`config.mk`:
```
export PLATFORM = sky130hd
export DESIGN_NAME = trg_chain_resolver
export DESIGN_NICKNAME = d
export VERILOG_FILES = /design/src/rtl/trg_pkg.sv /design/src/rtl/trg_cfg_regs.sv /design/src/rtl/trg_pair_resolve.sv /design/src/rtl/trg_chain_resolver.sv
export SDC_FILE = /design/constraint.sdc
export NUM_CORES = 1
export LEC_CHECK = 0
export BUFFER_PORTS_ARGS = -buffer_cell sky130_fd_sc_hd__buf_2
export CAP_MARGIN = 25
export CORE_MARGIN = 3
export CORE_UTILIZATION = 61
export CTS_BUF_LIST = sky130_fd_sc_hd__clkbuf_8
export CTS_CLUSTER_SIZE = 40
export DETAILED_ROUTE_END_ITERATION = 8
export MAX_ROUTING_LAYER = met4
export PLACE_DENSITY = 0.87
export RECOVER_POWER = 25
export SLEW_MARGIN = 25
export SYNTH_ARGS = -nofsm -noshare
export SYNTH_HDL_FRONTEND = slang
export SYNTH_SLANG_ARGS = --single-unit
export TNS_END_PERCENT = 5
```
`constraint.sdc`:
```
create_clock -name clk -period 2 [get_ports clk]
set_input_delay 0.4 -clock clk [delete_from_list [all_inputs] [get_ports clk]]
set_output_delay 0.4 -clock clk [all_outputs]
set_load 0.01 [all_outputs]
```
`src/rtl/trg_pkg.sv`:
```
package trg_pkg;

    typedef enum logic [1:0] {
        SRC_FETCH = 2'd0,
        SRC_LOAD  = 2'd1,
        SRC_STORE = 2'd2
    } trg_src_e;

    // Source kind of a trigger, fixed by its group.
    function automatic trg_src_e trig_src(input int unsigned t);
        trg_src_e k;
        case (t / 2)
            0:       k = SRC_FETCH;
            1:       k = SRC_STORE;
            2:       k = SRC_LOAD;
            3:       k = (t % 2 == 0) ? SRC_FETCH : SRC_STORE;
            4:       k = (t % 2 == 0) ? SRC_FETCH : SRC_LOAD;
            default: k = SRC_LOAD;
        endcase
        return k;
    endfunction

    function automatic logic trig_is_fetch(input int unsigned t);
        return trig_src(t) == SRC_FETCH;
    endfunction

    typedef struct packed {
        logic hit;
        logic en;
        logic tim;
    } trg_in_t;

endpackage

```
`src/rtl/trg_cfg_regs.sv`:
```
module trg_cfg_regs #(
    parameter int unsigned NUM_PAIRS = 5,
    parameter int unsigned IDX_W     = 4,
    localparam int unsigned NUM_TRIG = 2 * NUM_PAIRS
) (
    input  logic                 clk,
    input  logic                 rst,
    input  logic                 we,
    input  logic [IDX_W-1:0]     idx,
    input  logic                 wr_enable,
    input  logic                 wr_timing,
    input  logic                 wr_chain,
    output logic [NUM_TRIG-1:0]  en_q,
    output logic [NUM_TRIG-1:0]  tim_q,
    output logic [NUM_PAIRS-1:0] chain_q
);

    for (genvar k = 0; k < NUM_TRIG; k++) begin : g_trig
        logic sel;
        assign sel = we && (idx == IDX_W'(k));
        always_ff @(posedge clk) begin
            if (rst) begin
                en_q[k]  <= 1'b0;
                tim_q[k] <= 1'b0;
            end else if (sel) begin
                en_q[k]  <= wr_enable;
                tim_q[k] <= wr_timing;
            end
        end
    end

    for (genvar g = 0; g < NUM_PAIRS; g++) begin : g_pair
        logic sel;
        assign sel = we && ((idx == IDX_W'(2 * g)) || (idx == IDX_W'(2 * g + 1)));
        always_ff @(posedge clk) begin
            if (rst)
                chain_q[g] <= 1'b0;
            else if (sel)
                chain_q[g] <= wr_chain;
        end
    end

endmodule

```
`src/rtl/trg_pair_resolve.sv`:
```
module trg_pair_resolve
    import trg_pkg::*;
(
    input  trg_in_t    lo,
    input  trg_in_t    hi,
    input  logic       chained,
    output logic [1:0] fire
);

    logic lo_act, hi_act, both_ok;

    always_comb begin
        lo_act  = lo.hit && lo.en;
        hi_act  = hi.hit && hi.en;
        both_ok = lo_act && hi_act && (lo.tim == hi.tim);
        if (chained)
            fire = {both_ok, both_ok};
        else
            fire = {hi_act, lo_act};
    end

endmodule

```
`src/rtl/trg_chain_resolver.sv`:
```
module trg_chain_resolver
    import trg_pkg::*;
#(
    parameter int unsigned NUM_PAIRS = 5,
    parameter int unsigned IDX_W     = 4,
    localparam int unsigned NUM_TRIG = 2 * NUM_PAIRS
) (
    input  logic                clk,
    input  logic                rst,
    input  logic                clr,
    input  logic [NUM_TRIG-1:0] hit_vec,
    input  logic                cfg_we,
    input  logic [IDX_W-1:0]    cfg_idx,
    input  logic                cfg_enable,
    input  logic                cfg_timing,
    input  logic                cfg_chain,
    output logic [NUM_TRIG-1:0] fire_vec,
    output logic                fire_now,
    output logic                fire_next,
    output logic                any_hit
);

    logic [NUM_TRIG-1:0]  en_q;
    logic [NUM_TRIG-1:0]  tim_q;
    logic [NUM_PAIRS-1:0] chain_q;
    logic [NUM_TRIG-1:0]  fire_d;
    logic                 now_d, next_d, fe_any, be_any;

    trg_cfg_regs #(.NUM_PAIRS(NUM_PAIRS), .IDX_W(IDX_W)) u_cfg (
        .clk       (clk),
        .rst       (rst),
        .we        (cfg_we),
        .idx       (cfg_idx),
        .wr_enable (cfg_enable),
        .wr_timing (cfg_timing),
        .wr_chain  (cfg_chain),
        .en_q      (en_q),
        .tim_q     (tim_q),
        .chain_q   (chain_q)
    );

    for (genvar g = 0; g < NUM_PAIRS; g++) begin : g_pair
        trg_in_t lo, hi;
        assign lo = '{hit: hit_vec[2*g],   en: en_q[2*g],   tim: tim_q[2*g]};
        assign hi = '{hit: hit_vec[2*g+1], en: en_q[2*g+1], tim: tim_q[2*g+1]};
        trg_pair_resolve u_res (
            .lo      (lo),
            .hi      (hi),
            .chained (chain_q[g]),
            .fire    (fire_d[2*g+1:2*g])
        );
    end

    always_comb begin
        fe_any = 1'b0;
        be_any = 1'b0;
        for (int k = 0; k < NUM_TRIG; k++) begin
            if (trig_is_fetch(k))
                fe_any = fe_any | fire_d[k];
            else
                be_any = be_any | fire_d[k];
        end
        now_d  = |(fire_d & ~tim_q);
        next_d = |(fire_d & tim_q) && !now_d;
    end

    always_ff @(posedge clk) begin
        if (rst || clr) begin
            fire_vec  <= '0;
            fire_now  <= 1'b0;
            fire_next <= 1'b0;
            any_hit   <= 1'b0;
        end else begin
            fire_vec  <= fire_d;
            fire_now  <= now_d;
            fire_next <= next_d;
            any_hit   <= fe_any | be_any;
        end
    end

endmodule

```
Word-level counts from Yosys, hierarchy flattened
Index checks and enable logic that the tools add are counted.
{"block": "op_classes", "eq_ne": 14, "muxes": 5, "bitwise_logic": 12, "n_reduce_logical": 46}
{"op": "$logic_and A1 B1 Y1", "n": 36}
{"op": "$and A10 B10 Y10", "n": 2}
{"op": "$reduce_or A10 Y1", "n": 2}
{"op": "$eq A4 B3 Y1 const B", "n": 4}
{"op": "$mux W2", "n": 5}
{"op": "$not A10 Y10", "n": 1}
{"op": "$or A1 B1 Y1", "n": 9}
{"op": "$eq A4 B2 Y1 const B", "n": 2}
{"op": "$eq A4 B4 Y1 const B", "n": 2}
{"op": "$logic_or A1 B1 Y1", "n": 6}
{"op": "$eq A1 B1 Y1", "n": 5}
{"op": "$eq A4 B1 Y1 const B", "n": 1}
{"op": "$logic_not A4 Y1", "n": 1}
{"op": "$logic_not A1 Y1", "n": 1}
{"block": "totals", "register_bits": 38, "output_inout_bits": 13, "word_cells": 106}

Longest topological paths before layout
{"block": "logic_depth", "ltp_word": 10, "depth_mapped": 6, "mapped_depth_nobuf": 5}

By module
From an unflattened synthesis, not the netlist that was laid out.
{"block": "hier_totals", "cells_unflattened": 187, "hier_area_um2": 1764.2}
{"module": "trg_cfg_regs", "instances": 1, "cells_per_inst": 104, "area_each_um2": 1087.3, "seq_area_each_um2": 500.5}
{"module": "trg_chain_resolver", "instances": 1, "cells_per_inst": 53, "area_each_um2": 501.7, "seq_area_each_um2": 260.2}
{"module": "trg_pair_resolve", "instances": 5, "cells_per_inst": 6, "area_each_um2": 35.0, "seq_area_each_um2": 0.0}

Worst setup path before layout
OpenSTA, ideal clock, no wires.
{"block": "synth_timing", "path_type": "input to register", "start": "in cfg_we", "end": "reg u_cfg.en_q[4]", "setup_ns": 0.128, "t_arrival_ns": 1.213, "required_ns": 1.872, "path_slack_ns": 0.660, "path_stages": 6, "path_buffers": 1, "path_cell_list": "nor2b_4 > and3b_1 > buf_6 > nor2b_4 > mux2i_1 > nor2_1"}
{"block": "synth_between", "elab_chain_len": 1}
{"element": "from (decl)", "line": "trg_chain_resolver.sv:12", "text": "input logic cfg_we,"}
{"element": "$logic_and A1 B1 Y1", "line": "trg_cfg_regs.sv:20", "text": "assign sel = we && (idx == IDX_W'(k));"}
{"element": "to (signal, indexed assignment)", "line": "trg_cfg_regs.sv:26", "text": "en_q[k] <= wr_enable;"}
{"element": "to (decl)", "line": "trg_cfg_regs.sv:13", "text": "output logic [NUM_TRIG-1:0] en_q,"}
No other way between the ends.
A chain may end at the register's enable or synchronous reset.

Final worst setup path
{"block": "layout_timing", "start": "in cfg_we", "end": "reg u_cfg.tim_q[2]"}
{"block": "layout_between", "elab_chain_len": 1}
{"element": "$logic_and A1 B1 Y1", "line": "trg_cfg_regs.sv:20"}
{"element": "to (signal, indexed assignment)", "line": "trg_cfg_regs.sv:27", "text": "tim_q[k] <= wr_timing;"}
{"element": "to (decl)", "line": "trg_cfg_regs.sv:14", "text": "output logic [NUM_TRIG-1:0] tim_q,"}
No other way between the ends.

==> summary.txt <==
Run status
  – Status: finished clean

STA
  – Final Hold Fails: 0
  – Period minus WS final: 1.58 ns
  – Fin. max-slew vios: 0
  – Final setup viols: 0
  – Period utilization: 79.1%
  – Worst-margin pin slew: 1.14 ns
  – Slew HR: 23.9%
  – Setup Skew: 0.00163 ns
  – RSZ-0062 raised after global routing: false
  – Hold_ws: 0.384 ns
  – F_max: 632 MHz
  – Setup TNS: 0 ns

Worst setup path
  – Crit-path cells: clkbuf_1 -> nor2b_1 -> and3b_1 -> and2b_4 -> mux2i_1 -> nor2_1
  – CP max stage delay: 0.40 ns
  – CP startpoint kind: input pin
  – Critical Setup Path Class: in -> reg
  – Arr. time, crit path: 1.71 ns
  – Crit end category: flop
  – Critical Path RT: 2.12 ns
  – Critical-path cell with the highest stage delay: nor2b_1
  – CP max FO: 7

Floorplanning
  – Row cnt: 18
  – Die area: 3610 µm²
  – Ports: 34
  – Core area: 2640 µm²
  – Die Width: 60.1 µm
  – Initial Utilization: 67.7%
  – Die height: 60.1 µm

Placement
  – Input/output buffers: 33
  – DP Wirelength: 2920 µm
  – Gpl congestion: 0.886

Clocking
  – Postcts setup bufs: 0
  – Post-CTS resize count: 0
  – Clock buffer depth: 2
  – Number of buffers created by CTS: 5
  – Clk Tree Root Cell: clkbuf_8
  – Hold buffers post-CTS: 0
  – Sink Count: 38
  – Skew-Pair Late Insertion Delay: 0.28 ns
  – Clock Pin Slew Worst Setup and Hold Paths: 0.06 ns
  – Number of H-tree levels: 2
  – CTS tree: built

Global routing
  – First-pass GRT wire length: 6520 µm
  – Initial antenna violation count: 0
  – GRT overflow: 0
  – Largest net degree at the start of global routing: 28
  – GRT Overall Usage: 25.1%
  – Vias in the first global route: 1,450

Logic synthesis
  – Post-Syn Instances: 219
  – Syn nets: 240
  – Synth Register Bits: 38
  – Cell area after synthesis: 1780 µm²
  – Synth warnings: 0
  – Synth Area per Inst: 8.14 µm²
  – Yosys cell types: 38
  – Seq/Total Area, Yosys: 42.7%

Power and ir drop
  – Internal power: 0.00107 W
  – Sw Share: 22.5%
  – Power share of the clock group: 36.6%
  – P_sw: 0.000310 W
  – Pwr dens: 686 nW/µm²
  – Logic gate share of total power: 7.0%
  – VDD IR-drop max: 0.673 mV
  – P_leak: 0.810 nW
  – Flop pwr share: 56.4%

Layout
  – Share of cells above drive strength 1: 17.3%
  – Nets@finish: 270
  – Final core area utilization: 76.0%
  – Area grow syn2layout: 12.4%
  – Ant diodes: 0

Route
  – Remaining antenna violation count: 0
  – Vias/cell: 6.00
  – Vias: 1,668
  – Total wire length: 3970 µm
  – First-iteration detailed-routing DRC count: 70
  – Drt first pass iters: 4
  – DR DRC count: 0
  – Wire per inst: 14.3 µm

Min path
  – Tightest Hold Check Type: in -> reg

Flow run
  – Maxcap violations: 0
[metal layers]
layer,track usage (%),vias to the layer above,share of wire [%]
li1,-,836,-
met1,32.9,752,45
met2,36.4,66,45
met3,5.83,14,7.2
met4,11.4,0,2.4
met5,-,-,0
[Yosys cell counts]
cell type	number	area (µm²)
nand3_2	1	10.0
o221ai_1	1	8.76
buf_6	1	11.3
o22ai_1	2	12.5
o21ai_1	4	20.0
and3b_1	2	17.5
inv_1	2	7.51
dfxtp_1	38	761
nor3_1	3	15.0
nand2_1	27	101
o31a_1	1	8.76
nor4_1	1	6.26
nor2b_4	2	27.5
nor2_1	32	120
o2111ai_1	1	8.76
buf_4	1	7.51
and2b_4	1	10.0
maj3_1	1	10.0
o41ai_1	2	17.5
or2_2	1	6.26
xor2_1	5	43.8
clkbuf_1	4	15.0
o21ai_0	11	55.1
nand3b_1	1	7.51
o221ai_2	1	15.0
nand4_1	3	18.8
and3_1	1	6.26
nor3_2	1	10.0
a211o_1	1	8.76
mux2i_1	12	120
nand4bb_1	1	11.3
and3_2	1	7.51
a21oi_1	18	90.1
a221o_1	1	10.0
buf_2	4	20.0
o21a_1	1	7.51
o22a_1	1	8.76
nand3_1	28	140
[metrics by stage]
stage	cells	worst slack, ns	power (W)	cell area, µm²
3_3_place_gp	272	0.484	0.000886	1930
2_1_floorplan	219	0.660	0.000848	1780
6_report	278	0.418	0.00137	2000
4_1_cts	278	0.632	0.00138	2010
3_5_place_dp	272	0.417	0.000889	1930
5_1_grt	278	0.342	0.00142	2000
[power groups by stage]
stage	sequential [W]	combinational, W	clock, W
after global routing	0.000776	0.000107	0.000538
after CTS	0.000775	0.0000980	0.000506
final	0.000775	0.0000963	0.000503
after global placement	0.000792	0.0000950	0
after detailed placement	0.000792	0.0000969	0
after floorplan	0.000790	0.0000587	0
[path summary, 6_finish.rpt]
| path | start | to | slack [ns] | depth (start not counted) |
|---|---|---|---|---|
| hold / removal | clr | any_hit | 0.38 | 3 |
| setup reg to reg | u_cfg.en_q[0] | fire_next | 0.63 | 5 |
| setup / recovery | cfg_we | u_cfg.tim_q[2] | 0.42 | 6 |
| hold reg to reg | u_cfg.en_q[3] | u_cfg.en_q[3] | 0.48 | 2 |
[kinds of logic (layout without fill, tap and decap cells)]
kind of cell / after synthesis / in the layout / share of synthesized area (%)
compound gates: 45 / 45 / 15.2
xor+xnor: 5 / 5 / 2.46
flops: 38 / 38 / 42.7
simple gates: 106 / 106 / 28.9
buf+inv: 12 / 41 / 3.44
fa+ha+maj: 1 / 1 / 0.561
mux: 12 / 12 / 6.74
[worst max-delay path, delay by kind of cell]
family | cells | cell delay (ns)
multiplexers | 1 | 0.20
buffers and inverters | 1 | 0.11
AND/OR/NAND/NOR | 4 | 1.00
[registers in the layout, indices dropped and copies added (netlist names)]
signal / cells
fire_vec: 10
u_cfg.en_q: 10
u_cfg.tim_q: 10
u_cfg.chain_q: 5
any_hit: 1
fire_next: 1
fire_now: 1
[final cells by class]
cell class                      count  area [µm²]
Multi-Input combinational cell    169         953
Clock buffer                        6        82.6
Sequential cell                    38         761
Fill cell                         216         632
Timing Repair Buffer               33         161
Inverter                            2        7.51
Tap cell                           30        37.5
[cells in the final DEF, fill, tap and decap left out, types with 2 or more instances in the layout]
cell type  netlist  final
a21oi_1         18     18
and3b_1          2      2
buf_2            4     30
clkbuf_1         4      3
clkbuf_8         0      6
dfxtp_1         38     38
inv_1            2      2
mux2i_1         12     12
nand2_1         27     27
nand3_1         28     28
nand4_1          3      3
nor2_1          32     32
nor3_1           3      3
o21ai_0         11     11
o21ai_1          4      4
o22ai_1          2      2
o41ai_1          2      2
xor2_1           5      5
Note: power is estimated with default switching activity, not from simulation.
